**src/rtl/phdet_pkg.sv**
```systemverilog
package phdet_pkg;

    typedef logic signed [1:0] tern_t;

    function automatic tern_t tern_of_pair(input logic early, input logic late);
        tern_t r;
        if (early && !late)      r = 2'sd1;
        else if (late && !early) r = -2'sd1;
        else                     r = 2'sd0;
        return r;
    endfunction

    function automatic tern_t tern_sum(input tern_t a, input tern_t b);
        logic signed [2:0] s;
        tern_t r;
        s = {a[1], a} + {b[1], b};
        if (s > 3'sd0)      r = 2'sd1;
        else if (s < 3'sd0) r = -2'sd1;
        else                r = 2'sd0;
        return r;
    endfunction

endpackage

```
**src/rtl/tern_decim_stage.sv**
```systemverilog
module tern_decim_stage
    import phdet_pkg::*;
(
    input  logic  clk,
    input  logic  rst_n,
    input  logic  in_v,
    input  tern_t in_x,
    output logic  out_v,
    output tern_t out_x
);

    typedef struct packed {
        logic  have;
        tern_t held;
        logic  ov;
        tern_t ox;
    } stage_st_t;

    stage_st_t s_d, s_q;

    always_comb begin
        s_d    = s_q;
        s_d.ov = 1'b0;
        if (in_v) begin
            if (!s_q.have) begin
                s_d.have = 1'b1;
                s_d.held = in_x;
            end else begin
                s_d.have = 1'b0;
                s_d.ox   = tern_sum(s_q.held, in_x);
                s_d.ov   = 1'b1;
            end
        end
    end

    always_ff @(posedge clk or negedge rst_n) begin
        if (!rst_n) s_q <= '0;
        else        s_q <= s_d;
    end

    assign out_v = s_q.ov;
    assign out_x = s_q.ox;

    AST_STAGE_SPACING: assert property (@(posedge clk) disable iff (!rst_n)
        s_q.ov |=> !s_q.ov);
    AST_STAGE_TERN: assert property (@(posedge clk) disable iff (!rst_n)
        s_q.ov |-> (s_q.ox != 2'b10));

endmodule

```
**src/rtl/sat_int_accum.sv**
```systemverilog
module sat_int_accum
    import phdet_pkg::*;
#(
    parameter int W          = 14,
    parameter int GAIN_SHIFT = 6
) (
    input  logic         clk,
    input  logic         rst_n,
    input  logic         in_v,
    input  tern_t        in_x,
    output logic [W-1:0] acc,
    output logic         upd
);

    localparam logic signed [W:0]   HI_EXT = $signed({2'b00, {(W-1){1'b1}}});
    localparam logic signed [W:0]   LO_EXT = $signed({2'b11, {(W-1){1'b0}}});
    localparam logic signed [W-1:0] HI     = $signed({1'b0, {(W-1){1'b1}}});
    localparam logic signed [W-1:0] LO     = $signed({1'b1, {(W-1){1'b0}}});

    typedef struct packed {
        logic signed [W-1:0] acc;
        logic                upd;
    } acc_st_t;

    acc_st_t a_d, a_q;
    logic signed [W:0] step, sum;

    always_comb begin
        step    = $signed({{(W-1){in_x[1]}}, in_x}) <<< GAIN_SHIFT;
        sum     = $signed({a_q.acc[W-1], a_q.acc}) + step;
        a_d     = a_q;
        a_d.upd = 1'b0;
        if (in_v) begin
            a_d.upd = 1'b1;
            if (sum > HI_EXT)      a_d.acc = HI;
            else if (sum < LO_EXT) a_d.acc = LO;
            else                   a_d.acc = sum[W-1:0];
        end
    end

    always_ff @(posedge clk or negedge rst_n) begin
        if (!rst_n) a_q <= '0;
        else        a_q <= a_d;
    end

    assign acc = a_q.acc;
    assign upd = a_q.upd;

    AST_NO_OVERFLOW: assert property (@(posedge clk) disable iff (!rst_n)
        (in_v && in_x == 2'sd1 && a_q.acc == HI) |=> (a_q.acc == HI));
    AST_NO_UNDERFLOW: assert property (@(posedge clk) disable iff (!rst_n)
        (in_v && in_x == -2'sd1 && a_q.acc == LO) |=> (a_q.acc == LO));
    AST_HOLD_IDLE: assert property (@(posedge clk) disable iff (!rst_n)
        !in_v |=> $stable(a_q.acc));

endmodule

```
**src/rtl/phase_err_path.sv**
```systemverilog
module phase_err_path
    import phdet_pkg::*;
#(
    parameter int N_STAGES   = 4,
    parameter int INT_W      = 14,
    parameter int GAIN_SHIFT = 6
) (
    input  logic             clk,
    input  logic             rst_n,
    input  logic             pd_valid,
    input  logic             odd_early,
    input  logic             odd_late,
    input  logic             even_early,
    input  logic             even_late,
    input  logic             odd_only,
    output logic [2:0]       prop_code,
    output logic [INT_W-1:0] int_word,
    output logic             int_valid
);

    localparam int DECIM = 1 << N_STAGES;

    typedef struct packed {
        logic signed [2:0] prop;
    } prop_st_t;

    prop_st_t p_d, p_q;
    tern_t    t_odd, t_even, err_smp;

    logic  [N_STAGES:0] v_ch;
    tern_t [N_STAGES:0] x_ch;

    always_comb begin
        t_odd   = tern_of_pair(odd_early, odd_late);
        t_even  = odd_only ? 2'sd0 : tern_of_pair(even_early, even_late);
        err_smp = tern_sum(t_odd, t_even);
        p_d     = p_q;
        if (pd_valid) p_d.prop = {t_odd[1], t_odd} + {t_even[1], t_even};
    end

    always_ff @(posedge clk or negedge rst_n) begin
        if (!rst_n) p_q <= '0;
        else        p_q <= p_d;
    end

    assign prop_code = p_q.prop;
    assign v_ch[0]   = pd_valid;
    assign x_ch[0]   = err_smp;

    for (genvar g = 0; g < N_STAGES; g++) begin : g_stage
        tern_decim_stage u_stage (
            .clk   (clk),
            .rst_n (rst_n),
            .in_v  (v_ch[g]),
            .in_x  (x_ch[g]),
            .out_v (v_ch[g+1]),
            .out_x (x_ch[g+1])
        );
    end

    sat_int_accum #(.W(INT_W), .GAIN_SHIFT(GAIN_SHIFT)) u_acc (
        .clk   (clk),
        .rst_n (rst_n),
        .in_v  (v_ch[N_STAGES]),
        .in_x  (x_ch[N_STAGES]),
        .acc   (int_word),
        .upd   (int_valid)
    );

    initial begin
        AST_DECIM_PARAM: assert (DECIM >= 2);
    end

    AST_PROP_RANGE: assert property (@(posedge clk) disable iff (!rst_n)
        ($signed(prop_code) <= 3'sd2) && ($signed(prop_code) >= -3'sd2));
    AST_PROP_HOLD: assert property (@(posedge clk) disable iff (!rst_n)
        !pd_valid |=> $stable(prop_code));
    AST_ODD_ONLY: assert property (@(posedge clk) disable iff (!rst_n)
        (pd_valid && odd_only && (odd_early == odd_late)) |=> (prop_code == 3'd0));

endmodule

```
**config.mk**
```make
export PLATFORM = sky130hd
export DESIGN_NAME = phase_err_path
export DESIGN_NICKNAME = d
export VERILOG_FILES = /design/src/rtl/phdet_pkg.sv /design/src/rtl/tern_decim_stage.sv /design/src/rtl/sat_int_accum.sv /design/src/rtl/phase_err_path.sv
export SDC_FILE = /design/constraint.sdc
export NUM_CORES = 1
export LEC_CHECK = 0
export ABC_AREA = 1
export BUFFER_PORTS_ARGS = -buffer_cell sky130_fd_sc_hd__buf_2
export CAP_MARGIN = 30
export CELL_PAD_IN_SITES_DETAIL_PLACEMENT = 1
export CELL_PAD_IN_SITES_GLOBAL_PLACEMENT = 1
export CORE_ASPECT_RATIO = 1.25
export CORE_MARGIN = 2
export CORE_UTILIZATION = 47
export CTS_CLUSTER_DIAMETER = 120
export DETAILED_ROUTE_END_ITERATION = 8
export PLACE_DENSITY = 0.92
export SLEW_MARGIN = 15
export SYNTH_ARGS = -nofsm -noshare
export SYNTH_HDL_FRONTEND = slang
export SYNTH_HIERARCHICAL = 1
export SYNTH_SLANG_ARGS = --single-unit
```
**constraint.sdc**
```tcl
create_clock -name clk -period 3.1 [get_ports clk]
set_input_delay 0.155 -clock clk [delete_from_list [all_inputs] [get_ports clk]]
set_output_delay 0.155 -clock clk [all_outputs]
set_load 0.01 [all_outputs]
```
==> results of run 1 <==
report_power, final:
part	internal [mW]	leakage (nW)	switching (mW)
Sequential	0.666	0.473	0.205
Clock	0.320	0.0681	0.184
Combinational	0.428	0.927	0.703
kinds of logic after synthesis:
| group | count (synthesis) | share of synthesized area |
|---|---|---|
| AO/OA/AOI/OAI | 12 | 0.0258 |
| XOR/XNOR | 7 | 0.0263 |
| adder cells (fa/ha/maj) | 25 | 0.166 |
| buffers and inverters | 66 | 0.129 |
| flip-flops | 37 | 0.397 |
| AND/OR/NAND/NOR | 134 | 0.255 |
stage by stage:
stage               worst slack, ns  utilization
finish                        0.951        0.539
global route                  0.769        0.539
CTS                           0.931        0.539
detailed placement            0.647        0.509
global placement              0.765        0.509
floorplan                     0.914            -
synthesized netlist by cell type:
library cell	number
a21oi_1	4
buf_4	14
clkinv_1	1
dfrtp_1	37
fa_1	10
ha_1	15
inv_1	44
inv_2	7
nand2_1	86
nand2_2	5
nand2_4	3
nand3_1	21
nand3_2	2
nand3b_1	2
nor2_1	12
nor2_2	1
o21ai_1	8
or2_1	1
or2_4	1
xor2_1	7
metal layers:
layer / track usage / wire, µm
met1: 0.229 / 1940
met2: 0.421 / 3060
met3: 0.0447 / 120
met4: 0.0592 / 44
met5: 0 / 0
sequential cells by signal, summed over array words and instances (netlist names):
register               cells
g_stage.u_stage/out_v      4
g_stage.u_stage/out_x      8
g_stage.u_stage/s_q       12
prop_code                  3
u_acc/acc                  9
u_acc/upd                  1
worst paths after layout:
| check | from | to | slack [ns] |
|---|---|---|---|
| setup / recovery | even_early | g_stage[0].u_stage/out_x[0]$_DFFE_PN0P_ | 0.95 |
| min in group asynchronous | rst_n | g_stage[2].u_stage/s_q[4]$_DFFE_PN0P_ | 0.50 |
| hold / removal | pd_valid | prop_code[2]$_DFFE_PN0P_ | 0.19 |
| setup reg to reg | g_stage[3].u_stage/out_x[1]$_DFFE_PN0P_ | u_acc/acc[6]$_DFFE_PN0P_ | 1.12 |
| hold reg to reg | prop_code[1]$_DFFE_PN0P_ | prop_code[1]$_DFFE_PN0P_ | 0.48 |
| max in group asynchronous | rst_n | u_acc/acc[12]$_DFFE_PN0P_ | 2.07 |
cell type report:
class / count / area [µm²] / share of cell area
timing repair buffer: 26 / 135 / 0.0526
inverter: 52 / 195 / 0.0760
clock inverter: 3 / 65.1 / 0.0253
sequential: 37 / 926 / 0.360
tap: 60 / 75.1 / 0.0292
multi-input combinational: 178 / 1100 / 0.430
clock buffer: 5 / 68.8 / 0.0268
tightest hold or removal path: cells and delay by family:
kind                   cells  cell delay (ns)
and+or+nand+nor            2             0.13
buffers and inverters      1             0.17
timing repair:
action                    CTS  global route
hold endpoints to repair   37             0
gates resized for setup     0             0
hold buffers                1             0
==> results_tabular.tex, run 1 <==
\begin{tabular}{lr}
\hline
Metric & Value \\
\hline
\multicolumn{2}{l}{\textbf{Yosys}} \\
\quad Synthesized Nets & 314 \\
\quad Synth top area cells & dfrtp\_1 40\%, nand2\_1 14\%, fa\_1 8.6\%, ha\_1 8.1\%, inv\_1 7.1\% \\
\quad Syn Area/Cell & 8.29 µm² \\
\quad Yosys warning total & 6 \\
\quad Count of distinct cell types in the synthesized netlist & 20 \\
\quad Share of synthesized area occupied by flip-flops and latches & 0.397 \\
\quad Cell taking the most area after synthesis & dfrtp\_1 \\
\quad Netlist area before placement & 2330 µm² \\
\quad Synthesis-stage register bit count & 37 \\
\quad Syn Inst Count & 281 \\
\quad Proportion of netlist area held by the largest area contributor & 0.397 \\
\multicolumn{2}{l}{\textbf{Worst setup path}} \\
\quad CP Data Required Time & 3.34 ns \\
\quad Launching element type of the critical path & primary input \\
\quad Worst Reg2Reg Path Length in Cells & 9 \\
\quad Largest fanout on the critical path & 2 \\
\quad Data arrival at the endpoint of the critical path & 2.39 ns \\
\quad Buffer and inverter count on the worst path & 3 \\
\quad Cell-by-cell trace of the critical path & buf\_2 > inv\_1 > ha\_1 > nor2\_1 > ha\_1 > fa\_1 > nor2\_1 > nand2\_1 > ha\_1 > inv\_1 > fa\_1 > nand3\_1 > nand2\_1 > nand2\_1 \\
\quad Number of stages on the worst setup path & 14 \\
\quad Category of cells accounting for the largest share of critical-path delay & adder cells \\
\quad Endpoint type of the worst setup path & flop \\
\quad Start-to-end type of the worst setup path & primary input to flop \\
\quad Critical Path Slowest Stage Cell & fa\_1 \\
\quad Critical Path Max Stage Delay & 0.43 ns \\
\multicolumn{2}{l}{\textbf{Die}} \\
\quad Initial standard-cell utilization of the core & 0.489 \\
\quad Io pins & 26 \\
\quad Floorplan die area & 5540 µm² \\
\quad Height of the chip & 82.7 µm \\
\quad Die width & 67.0 µm \\
\quad Standard-cell rows & 28 \\
\quad Core region area & 4760 µm² \\
\multicolumn{2}{l}{\textbf{Clock tree}} \\
\quad Cell at the root of the clock tree & clkbuf\_8 \\
\quad Clock edge transition at the registers on the reported setup and hold paths & 0.08 ns \\
\quad Total setup buffers inserted after CTS & 0 \\
\quad Count of clock tree sinks & 37 \\
\quad Clock latency of the later-clocked register in the worst-skew pair & 0.29 ns \\
\quad Worst-case clock buffer depth & 2 \\
\quad TritonCTS Buffers & 5 \\
\quad Clock tree from TritonCTS & done \\
\quad H-tree depth & 2 \\
\multicolumn{2}{l}{\textbf{Timing}} \\
\quad Achievable frequency & 0.465 GHz \\
\quad Skew final & 0.00582 ns \\
\quad Final hold violations & 0 \\
\quad Setup repair after global routing missed its margin & false \\
\quad Max\_slew headroom & 0.443 \\
\quad Time the final worst path needs with I/O delays and setup & 2.15 ns \\
\quad Transition at the pin with the smallest max-transition slack & 0.835 ns \\
\quad \# setup viols final & 0 \\
\quad Setup TNS & 0 ns \\
\quad Fraction of the cycle the final worst path needs & 0.693 \\
\quad Max-slew violation total from the final report & 0 \\
\quad Hold slack & 0.193 ns \\
\multicolumn{2}{l}{\textbf{Detailed routing}} \\
\quad Antenna viol nets, final & 0 \\
\quad Via count of the routed design & 1780 \\
\quad DRT Wirelength & 5.16 mm \\
\quad Ratio of routed vias to standard cells & 4.93 \\
\quad Post-detailed-route DRC marker count & 0 \\
\quad Detailed-routing iteration count for the pre-antenna-repair pass & 4 \\
\quad Iter 0 DRT Violations & 46 \\
\quad Average wire length per cell after detail routing & 14.3 µm \\
\multicolumn{2}{l}{\textbf{Global route}} \\
\quad Global-route usage over all layers & 0.215 \\
\quad Maximum number of pins on one net before global-route repair & 38 \\
\quad GRT Residual Overflow & 0 \\
\quad Number of global-route vias before repair & 1901 \\
\quad Global-route wire length before repair & 8.62 mm \\
\quad Initial antenna violation count & 0 \\
\multicolumn{2}{l}{\textbf{Placed design}} \\
\quad Detailed placer's ending HPWL & 3.69 mm \\
\quad Number of cells in the design after placement & 352 \\
\quad Buffers on Ports & 25 \\
\quad Global placement routability congestion & 0.859 \\
\quad Dpl cell area & 2420 µm² \\
\multicolumn{2}{l}{\textbf{Cells and area}} \\
\quad Nets@finish & 333 \\
\quad Most frequent cells in the layout & 86 x nand2\_1, 44 x inv\_1, 37 x dfrtp\_1 \\
\quad Inserted Diodes & 0 \\
\quad Count of fill cells added during filler insertion & 599 \\
\quad Ratio of cells with drive above 1 in the final layout & 0.173 \\
\quad Finished Layout Cells & 361 \\
\quad Commonest non-fill, non-tap cell in the layout & nand2\_1 \\
\quad Layout-stage area growth over the synthesis result & 10.3\% \\
\quad Final std cell area, no fill & 2570 µm² \\
\multicolumn{2}{l}{\textbf{Power}} \\
\quad Power consumption & 2.51 mW \\
\quad LEAKAGE & 1.47 nW \\
\quad Pwr/cell area & 976 nW/µm² \\
\quad Worst ir drop on vdd & 0.000462 V \\
\multicolumn{2}{l}{\textbf{Outcome}} \\
\quad Result of the run & completed \\
\multicolumn{2}{l}{\textbf{Run}} \\
\quad Max Cap Violations & 0 \\
\multicolumn{2}{l}{\textbf{Min path}} \\
\quad Depth of the worst hold-timing path & 3 \\
\quad Path category of the worst min-delay check & primary input to flop \\
\hline
\end{tabular}
No activity file was read; power rests on OpenSTA's default activity.
==> inputs of run 2 (changes only) <==
- CORE_UTILIZATION: 47 -> 44
- PLACE_DENSITY: 0.92 -> 0.88
- clock period: 3.1 -> 2.16 ns (I/O delays scaled with it)
==> results_tabular.tex, run 2 (synthesis gave the netlist of run 1 again) <==
\begin{tabular}{lr}
\hline
Metric & Value \\
\hline
\multicolumn{2}{l}{\textbf{Outcome}} \\
\quad Result of the run & completed (unchanged) \\
\multicolumn{2}{l}{\textbf{Clock tree}} \\
\quad H-tree depth & 2 (unchanged) \\
\quad Total setup buffers inserted after CTS & 0 (unchanged) \\
\quad Count of clock tree sinks & 37 (unchanged) \\
\quad TritonCTS Buffers & 5 (unchanged) \\
\quad Cell at the root of the clock tree & clkbuf\_8 (unchanged) \\
\quad Clock edge transition at the registers on the reported setup and hold paths & 0.08 ns (about the same) \\
\quad Clock latency of the later-clocked register in the worst-skew pair & 0.29 ns (about the same) \\
\quad Worst-case clock buffer depth & 2 (unchanged) \\
\quad Clock tree from TritonCTS & done (unchanged) \\
\multicolumn{2}{l}{\textbf{Detailed routing}} \\
\quad Ratio of routed vias to standard cells & 4.82 (was 4.93) \\
\quad Met2 wire length & 2.88 mm (was 3.06 mm) \\
\quad Antenna viol nets, final & 0 (unchanged) \\
\quad Post-route met1 wirelength & 1.86 mm (was 1.94 mm) \\
\quad Detailed-routing iteration count for the pre-antenna-repair pass & 4 (unchanged) \\
\quad Top Layer Used & met4 (unchanged) \\
\quad Post-detailed-route DRC marker count & 0 (unchanged) \\
\quad Via count of the routed design & 1754 (was 1780) \\
\quad DRT Wirelength & 4.91 mm (was 5.16 mm) \\
\quad Iter 0 DRT Violations & 49 (was 46) \\
\quad Met3 wire len & 108 µm (was 120 µm) \\
\quad Average wire length per cell after detail routing & 13.5 µm (was 14.3 µm) \\
\multicolumn{2}{l}{\textbf{Cells and area}} \\
\quad Commonest non-fill, non-tap cell in the layout & nand2\_1 (unchanged) \\
\quad Count of fill cells added during filler insertion & 635 (was 599) \\
\quad Layout-stage area growth over the synthesis result & 11.7\% (was 10.3\%) \\
\quad Sequential cell area & 927 µm² (was 926 µm²) \\
\quad Finished Layout Cells & 364 (was 361) \\
\quad Ratio of cells with drive above 1 in the final layout & 0.202 (was 0.173) \\
\quad Utilization after layout & 0.512 (was 0.539) \\
\quad Nets@finish & 334 (was 333) \\
\quad Flip-flop count of the largest register, all copies and words added & 12 (unchanged) \\
\quad Multi-input gate area in the final layout & 1130 µm² (was 1100 µm²) \\
\quad Inserted Diodes & 0 (unchanged) \\
\quad Final std cell area, no fill & 2600 µm² (was 2570 µm²) \\
\quad Most frequent cells in the layout & 86 x nand2\_1, 42 x inv\_1, 36 x dfrtp\_1 (was 86 x nand2\_1, 44 x inv\_1, 37 x dfrtp\_1) \\
\quad Reg with most FFs & g\_stage.u\_stage/s\_q (unchanged) \\
\multicolumn{2}{l}{\textbf{Timing}} \\
\quad Transition at the pin with the smallest max-transition slack & 0.850 ns (was 0.835 ns) \\
\quad Worst Setup Slack, final & 0.0429 ns (was 0.951 ns) \\
\quad Skew final & 0.00923 ns (was 0.00582 ns) \\
\quad Setup repair after global routing missed its margin & true (was false) \\
\quad Achievable frequency & 0.472 GHz \\
\quad Max-slew violation total from the final report & 0 (unchanged) \\
\quad Fraction of the cycle the final worst path needs & 0.980 \\
\quad Max\_slew headroom & 0.434 (was 0.443) \\
\quad \# setup viols final & 0 (unchanged) \\
\quad Final hold violations & 0 (unchanged) \\
\quad Time the final worst path needs with I/O delays and setup & 2.12 ns \\
\multicolumn{2}{l}{\textbf{Global route}} \\
\quad Global-route wire length before repair & 8.84 mm (was 8.62 mm) \\
\quad Number of global-route vias before repair & 1966 (was 1901) \\
\quad Maximum number of pins on one net before global-route repair & 38 (unchanged) \\
\quad Initial antenna violation count & 0 (unchanged) \\
\quad GRT Residual Overflow & 0 (unchanged) \\
\quad Global-route usage over all layers & 0.191 (was 0.215) \\
\multicolumn{2}{l}{\textbf{Run}} \\
\quad Max Cap Violations & 0 (unchanged) \\
\multicolumn{2}{l}{\textbf{Worst setup path}} \\
\quad Start-to-end type of the worst setup path & primary input to flop (unchanged) \\
\quad Data arrival at the endpoint of the critical path & 2.31 ns (was 2.39 ns) \\
\quad Launching element type of the critical path & primary input (unchanged) \\
\quad Largest fanout on the critical path & 2 (unchanged) \\
\quad Endpoint type of the worst setup path & flop (unchanged) \\
\quad CP Data Required Time & 2.35 ns (was 3.34 ns) \\
\multicolumn{2}{l}{\textbf{Placed design}} \\
\quad Number of cells in the design after placement & 355 (was 352) \\
\quad Detailed placer's ending HPWL & 3.83 mm (was 3.69 mm) \\
\quad Global placement routability congestion & 0.764 (was 0.859) \\
\quad Placement Setup Slack & -0.275 ns (was 0.647 ns) \\
\quad Buffers on Ports & 25 (unchanged) \\
\quad Dpl cell area & 2430 µm² (was 2420 µm²) \\
\multicolumn{2}{l}{\textbf{Die}} \\
\quad Core region area & 5080 µm² (was 4760 µm²) \\
\quad Initial standard-cell utilization of the core & 0.459 (was 0.489) \\
\quad Standard-cell rows & 29 (was 28) \\
\quad Height of the chip & 85.4 µm (was 82.7 µm) \\
\quad Die width & 69.1 µm (was 67.0 µm) \\
\quad Io pins & 26 (unchanged) \\
\quad Floorplan die area & 5900 µm² (was 5540 µm²) \\
\multicolumn{2}{l}{\textbf{Power}} \\
\quad Pwr/cell area & 1360 nW/µm² (was 976 nW/µm²) \\
\quad Power consumption & 3.55 mW (was 2.51 mW) \\
\quad Worst ir drop on vdd & 0.000598 V (was 0.000462 V) \\
\quad LEAKAGE & 1.47 nW (about the same) \\
\multicolumn{2}{l}{\textbf{Min path}} \\
\quad Path category of the worst min-delay check & primary input to flop (unchanged) \\
\hline
\end{tabular}
run 2: cell types whose count changed in the layout (fill, tap and decap cells not counted), sizes merged:
| cell | change |
|---|---|
| buf | +1 |
run 2: path summary, 6_finish.rpt:
kind,start,endpoint,slack [ns],depth (start not counted)
min,pd_valid,g_stage[0].u_stage/s_q[5]$_DFFE_PN0P_,0.14,2
max,even_early,g_stage[0].u_stage/out_x[0]$_DFFE_PN0P_,0.04,14
min reg2reg,g_stage[1].u_stage/s_q[3]$_DFFE_PN0P_,g_stage[1].u_stage/s_q[3]$_DFFE_PN0P_,0.48,2
min in group asynchronous,rst_n,g_stage[1].u_stage/s_q[4]$_DFFE_PN0P_,0.45,2
max reg2reg,g_stage[3].u_stage/out_x[1]$_DFFE_PN0P_,u_acc/acc[10]$_DFFE_PN0P_,0.22,9
max in group asynchronous,rst_n,g_stage[3].u_stage/out_x[1]$_DFFE_PN0P_,1.12,2
run 2: worst max-delay path, cell delays in order:
cell and delay [ns]:
buf_2 0.08, inv_1 0.04, ha_1 0.29, nor2_2 0.05, ha_2 0.17, fa_1 0.57
nor2_2 0.05, nand2_1 0.09, ha_2 0.18, inv_2 0.04, fa_1 0.47, nand3_1 0.07
nand2_1 0.07, nand2_1 0.04
run 2: area by class of cell:
class | count | share of cell area
Multi-Input combinational cell | 178 | 0.433
Clock inverter | 3 | 0.0250
Timing Repair Buffer | 27 | 0.0548
Clock buffer | 5 | 0.0264
Tap cell | 62 | 0.0298
Inverter | 52 | 0.0750
Sequential cell | 37 | 0.356
run 2: what timing repair did:
action	in CTS	in global routing
endpoints found under the setup margin	0	9
hold endpoints to repair	37	0
gates resized for setup	0	8
hold buffers	1	0
run 2: power breakdown:
part	internal, mW	switching, mW
clock	0.459	0.252
sequential	0.958	0.279
combinational	0.620	0.984
run 2: per-stage QoR:
step,setup TNS [ns],hold slack [ns]
final,0,0.137
after global routing,-0.0803,0.142
after CTS,0,0.130
after detailed placement,-0.356,0.265
after global placement,-0.155,0.258
after floorplan,0,-0.188
run 2: metal layers:
metal | track usage | vias to the layer above
met1 | 0.191 | 868
met3 | 0.0368 | 4
li1 | - | 866
met4 | 0.0642 | 0
met5 | 0 | -
met2 | 0.386 | 16
==> inputs of run 3 (changes only) <==
--- a/config.mk
+++ b/config.mk
@@ -11,5 +11,5 @@
 export CELL_PAD_IN_SITES_DETAIL_PLACEMENT = 1
 export CELL_PAD_IN_SITES_GLOBAL_PLACEMENT = 1
-export CORE_ASPECT_RATIO = 1.25
+export CORE_ASPECT_RATIO = 0.9
 export CORE_MARGIN = 2
 export CORE_UTILIZATION = 44
==> constraint.sdc (replaced) <==
create_clock -name clk -period 2.16 [get_ports clk]
set_input_delay 0.432 -clock clk [delete_from_list [all_inputs] [get_ports clk]]
set_output_delay 0.432 -clock clk [all_outputs]
set_load 0.01 [all_outputs]
==> results_tabular.tex, run 3 (synthesis gave the netlist of run 1 again) <==
\begin{tabular}{lr}
\hline
Metric & Value \\
\hline
\multicolumn{2}{l}{\textbf{Clock tree}} \\
\quad H-tree depth & 2 (unchanged) \\
\quad Count of clock tree sinks & 37 (unchanged) \\
\quad Cell at the root of the clock tree & clkbuf\_8 (unchanged) \\
\quad Worst-case clock buffer depth & 2 (unchanged) \\
\quad Number of buffers added to fix hold violations after cts & 0 (was 1) \\
\quad Clock latency of the later-clocked register in the worst-skew pair & 0.29 ns (about the same) \\
\quad TritonCTS Buffers & 5 (unchanged) \\
\quad Clock edge transition at the registers on the reported setup and hold paths & 0.08 ns (about the same) \\
\quad Clock tree from TritonCTS & done (unchanged) \\
\multicolumn{2}{l}{\textbf{Global route}} \\
\quad Global-route usage over all layers & 0.191 (about the same) \\
\quad Maximum number of pins on one net before global-route repair & 38 (unchanged) \\
\quad Number of global-route vias before repair & 1887 (was 1966) \\
\quad Initial antenna violation count & 0 (unchanged) \\
\quad Global-route wire length before repair & 8.45 mm (was 8.84 mm) \\
\quad GRT Residual Overflow & 0 (unchanged) \\
\multicolumn{2}{l}{\textbf{Cells and area}} \\
\quad Finished Layout Cells & 374 (was 364) \\
\quad Most frequent cells in the layout & 85 x nand2\_1, 39 x inv\_1, 37 x dfrtp\_1 (was 86 x nand2\_1, 42 x inv\_1, 36 x dfrtp\_1) \\
\quad Reg with most FFs & g\_stage.u\_stage/s\_q (unchanged) \\
\quad Final std cell area, no fill & 2730 µm² (was 2600 µm²) \\
\quad Layout-stage area growth over the synthesis result & 17.1\% (was 11.7\%) \\
\quad Nets@finish & 339 (was 334) \\
\quad Ratio of cells with drive above 1 in the final layout & 0.238 (was 0.202) \\
\quad Inserted Diodes & 0 (unchanged) \\
\quad Flip-flop count of the largest register, all copies and words added & 12 (unchanged) \\
\quad Commonest non-fill, non-tap cell in the layout & nand2\_1 (unchanged) \\
\multicolumn{2}{l}{\textbf{Detailed routing}} \\
\quad DRT Wirelength & 5.28 mm (was 4.91 mm) \\
\quad Detailed-routing iteration count for the pre-antenna-repair pass & 4 (unchanged) \\
\quad Average wire length per cell after detail routing & 14.1 µm (was 13.5 µm) \\
\quad Iter 0 DRT Violations & 51 (was 49) \\
\quad Post-detailed-route DRC marker count & 0 (unchanged) \\
\quad Antenna viol nets, final & 0 (unchanged) \\
\quad Ratio of routed vias to standard cells & 4.74 (was 4.82) \\
\quad Via count of the routed design & 1771 (was 1754) \\
\multicolumn{2}{l}{\textbf{Die}} \\
\quad Initial standard-cell utilization of the core & 0.449 (was 0.459) \\
\quad Floorplan die area & 5890 µm² (was 5900 µm²) \\
\quad Height of the chip & 73.0 µm (was 85.4 µm) \\
\quad Io pins & 26 (unchanged) \\
\quad Standard-cell rows & 25 (was 29) \\
\quad Die width & 80.7 µm (was 69.1 µm) \\
\quad Core region area & 5190 µm² (was 5080 µm²) \\
\multicolumn{2}{l}{\textbf{Placed design}} \\
\quad Detailed placer's ending HPWL & 3.59 mm (was 3.83 mm) \\
\quad Number of cells in the design after placement & 362 (was 355) \\
\quad Dpl cell area & 2510 µm² (was 2430 µm²) \\
\quad Global placement routability congestion & 0.757 (was 0.764) \\
\quad Buffers on Ports & 25 (unchanged) \\
\quad Placement Setup Slack & -0.517 ns (was -0.275 ns) \\
\multicolumn{2}{l}{\textbf{Timing}} \\
\quad Worst Setup Slack, final & -0.175 ns (was 0.0429 ns) \\
\quad Max-slew violation total from the final report & 0 (unchanged) \\
\quad Fraction of the cycle the final worst path needs & 1.08 (was 0.980) \\
\quad Skew final & 0.00700 ns (was 0.00923 ns) \\
\quad Achievable frequency & 0.428 GHz (was 0.472 GHz) \\
\quad Hold slack & 0.169 ns (was 0.137 ns) \\
\quad Max\_slew headroom & 0.680 (was 0.434) \\
\quad Transition at the pin with the smallest max-transition slack & 0.480 ns (was 0.850 ns) \\
\quad Time the final worst path needs with I/O delays and setup & 2.33 ns (was 2.12 ns) \\
\quad Setup repair after global routing missed its margin & true (unchanged) \\
\quad Setup TNS & -0.279 ns (was 0 ns) \\
\quad Final hold violations & 0 (unchanged) \\
\quad \# setup viols final & 2 (was 0) \\
\multicolumn{2}{l}{\textbf{Worst setup path}} \\
\quad Largest fanout on the critical path & 2 (unchanged) \\
\quad CP Data Required Time & 2.35 ns (about the same) \\
\quad Data arrival at the endpoint of the critical path & 2.52 ns (was 2.31 ns) \\
\quad Launching point of the worst reg2reg path & u\_acc/acc[6]\$\_DFFE\_PN0P\_ (was g\_stage[3].u\_stage/out\_x[1]\$\_DFFE\_PN0P\_) \\
\quad Launching element type of the critical path & primary input (unchanged) \\
\quad Start-to-end type of the worst setup path & primary input to flop (unchanged) \\
\quad Endpoint type of the worst setup path & flop (unchanged) \\
\quad Critical path launch point & even\_late (was even\_early) \\
\multicolumn{2}{l}{\textbf{Power}} \\
\quad LEAKAGE & 1.51 nW (was 1.47 nW) \\
\quad Worst ir drop on vdd & 0.000614 V (was 0.000598 V) \\
\quad Pwr/cell area & 1360 nW/µm² (about the same) \\
\multicolumn{2}{l}{\textbf{Outcome}} \\
\quad Result of the run & complete, but fails checks (was completed) \\
\quad Violations in the final reports & setup timing \\
\multicolumn{2}{l}{\textbf{Min path}} \\
\quad Path category of the worst min-delay check & primary input to async pin (was primary input to flop) \\
\multicolumn{2}{l}{\textbf{Run}} \\
\quad Max Cap Violations & 0 (unchanged) \\
\hline
\end{tabular}
-- run 3: worst paths after layout --
check / cells past startpoint / slack, ns / end
worst min-delay path: 2 / 0.17 / u_acc/acc[12]$_DFFE_PN0P_
worst max-delay path: 13 / -0.17 / g_stage[0].u_stage/out_x[0]$_DFFE_PN0P_
worst min register to register: 2 / 0.48 / prop_code[0]$_DFFE_PN0P_
max in group asynchronous: 2 / 1.64 / g_stage[2].u_stage/out_x[1]$_DFFE_PN0P_
min in group clk: 2 / 0.45 / g_stage[0].u_stage/s_q[5]$_DFFE_PN0P_
worst max register to register: 10 / 0.20 / u_acc/acc[9]$_DFFE_PN0P_
-- run 3: area by class of cell --
| cell class | instances | area (µm²) |
|---|---|---|
| repair buffers | 32 | 206 |
| well taps | 67 | 83.8 |
| fillers | 642 | 2460 |
| multi-input cells | 178 | 1170 |
| flip-flops and latches | 37 | 926 |
| clock inverters | 3 | 68.8 |
| clock buffers | 5 | 68.8 |
| inverters | 52 | 203 |
-- run 3: metal layers --
layer / wire length [µm] / track usage / share of wire / vias to the layer above
li1: - / - / - / 883
met1: 2340 / 0.229 / 0.44 / 845
met2: 2650 / 0.339 / 0.50 / 32
met3: 182 / 0.0433 / 0.034 / 11
met4: 101 / 0.0678 / 0.019 / 0
met5: 0 / 0 / 0 / -
-- run 3: metrics by stage --
step	power (mW)	util
floorplan	2.52	-
global placement	2.76	0.483
detailed placement	2.86	0.483
CTS	3.67	0.513
global route	4.04	0.526
finish	3.71	0.526
-- run 3: timing repair --
item | 4_1_cts | 5_1_grt
setup endpoints to repair | 2 | 2
buffers inserted | 2 | 2
pin swaps | 1 | 8
resized for setup | 1 | 10
-- run 3: critical path, cell delays in order --
cell     delay, ns
buf_6         0.09
ha_4          0.26
nor2_4        0.04
ha_4          0.14
fa_1          0.55
nor2_2        0.06
nand2_2       0.09
ha_4          0.15
inv_4         0.04
fa_1          0.48
nand3_1       0.06
nand2_1       0.06
nand2_1       0.05
-- run 3: report_power, final --
| group | switching [mW] | leakage, nW | internal [mW] |
|---|---|---|---|
| Sequential | 0.292 | 0.473 | 0.955 |
| Clock | 0.274 | 0.0687 | 0.465 |
| Combinational | 1.04 | 0.964 | 0.685 |
| Total | 1.60 | 1.51 | 2.11 |
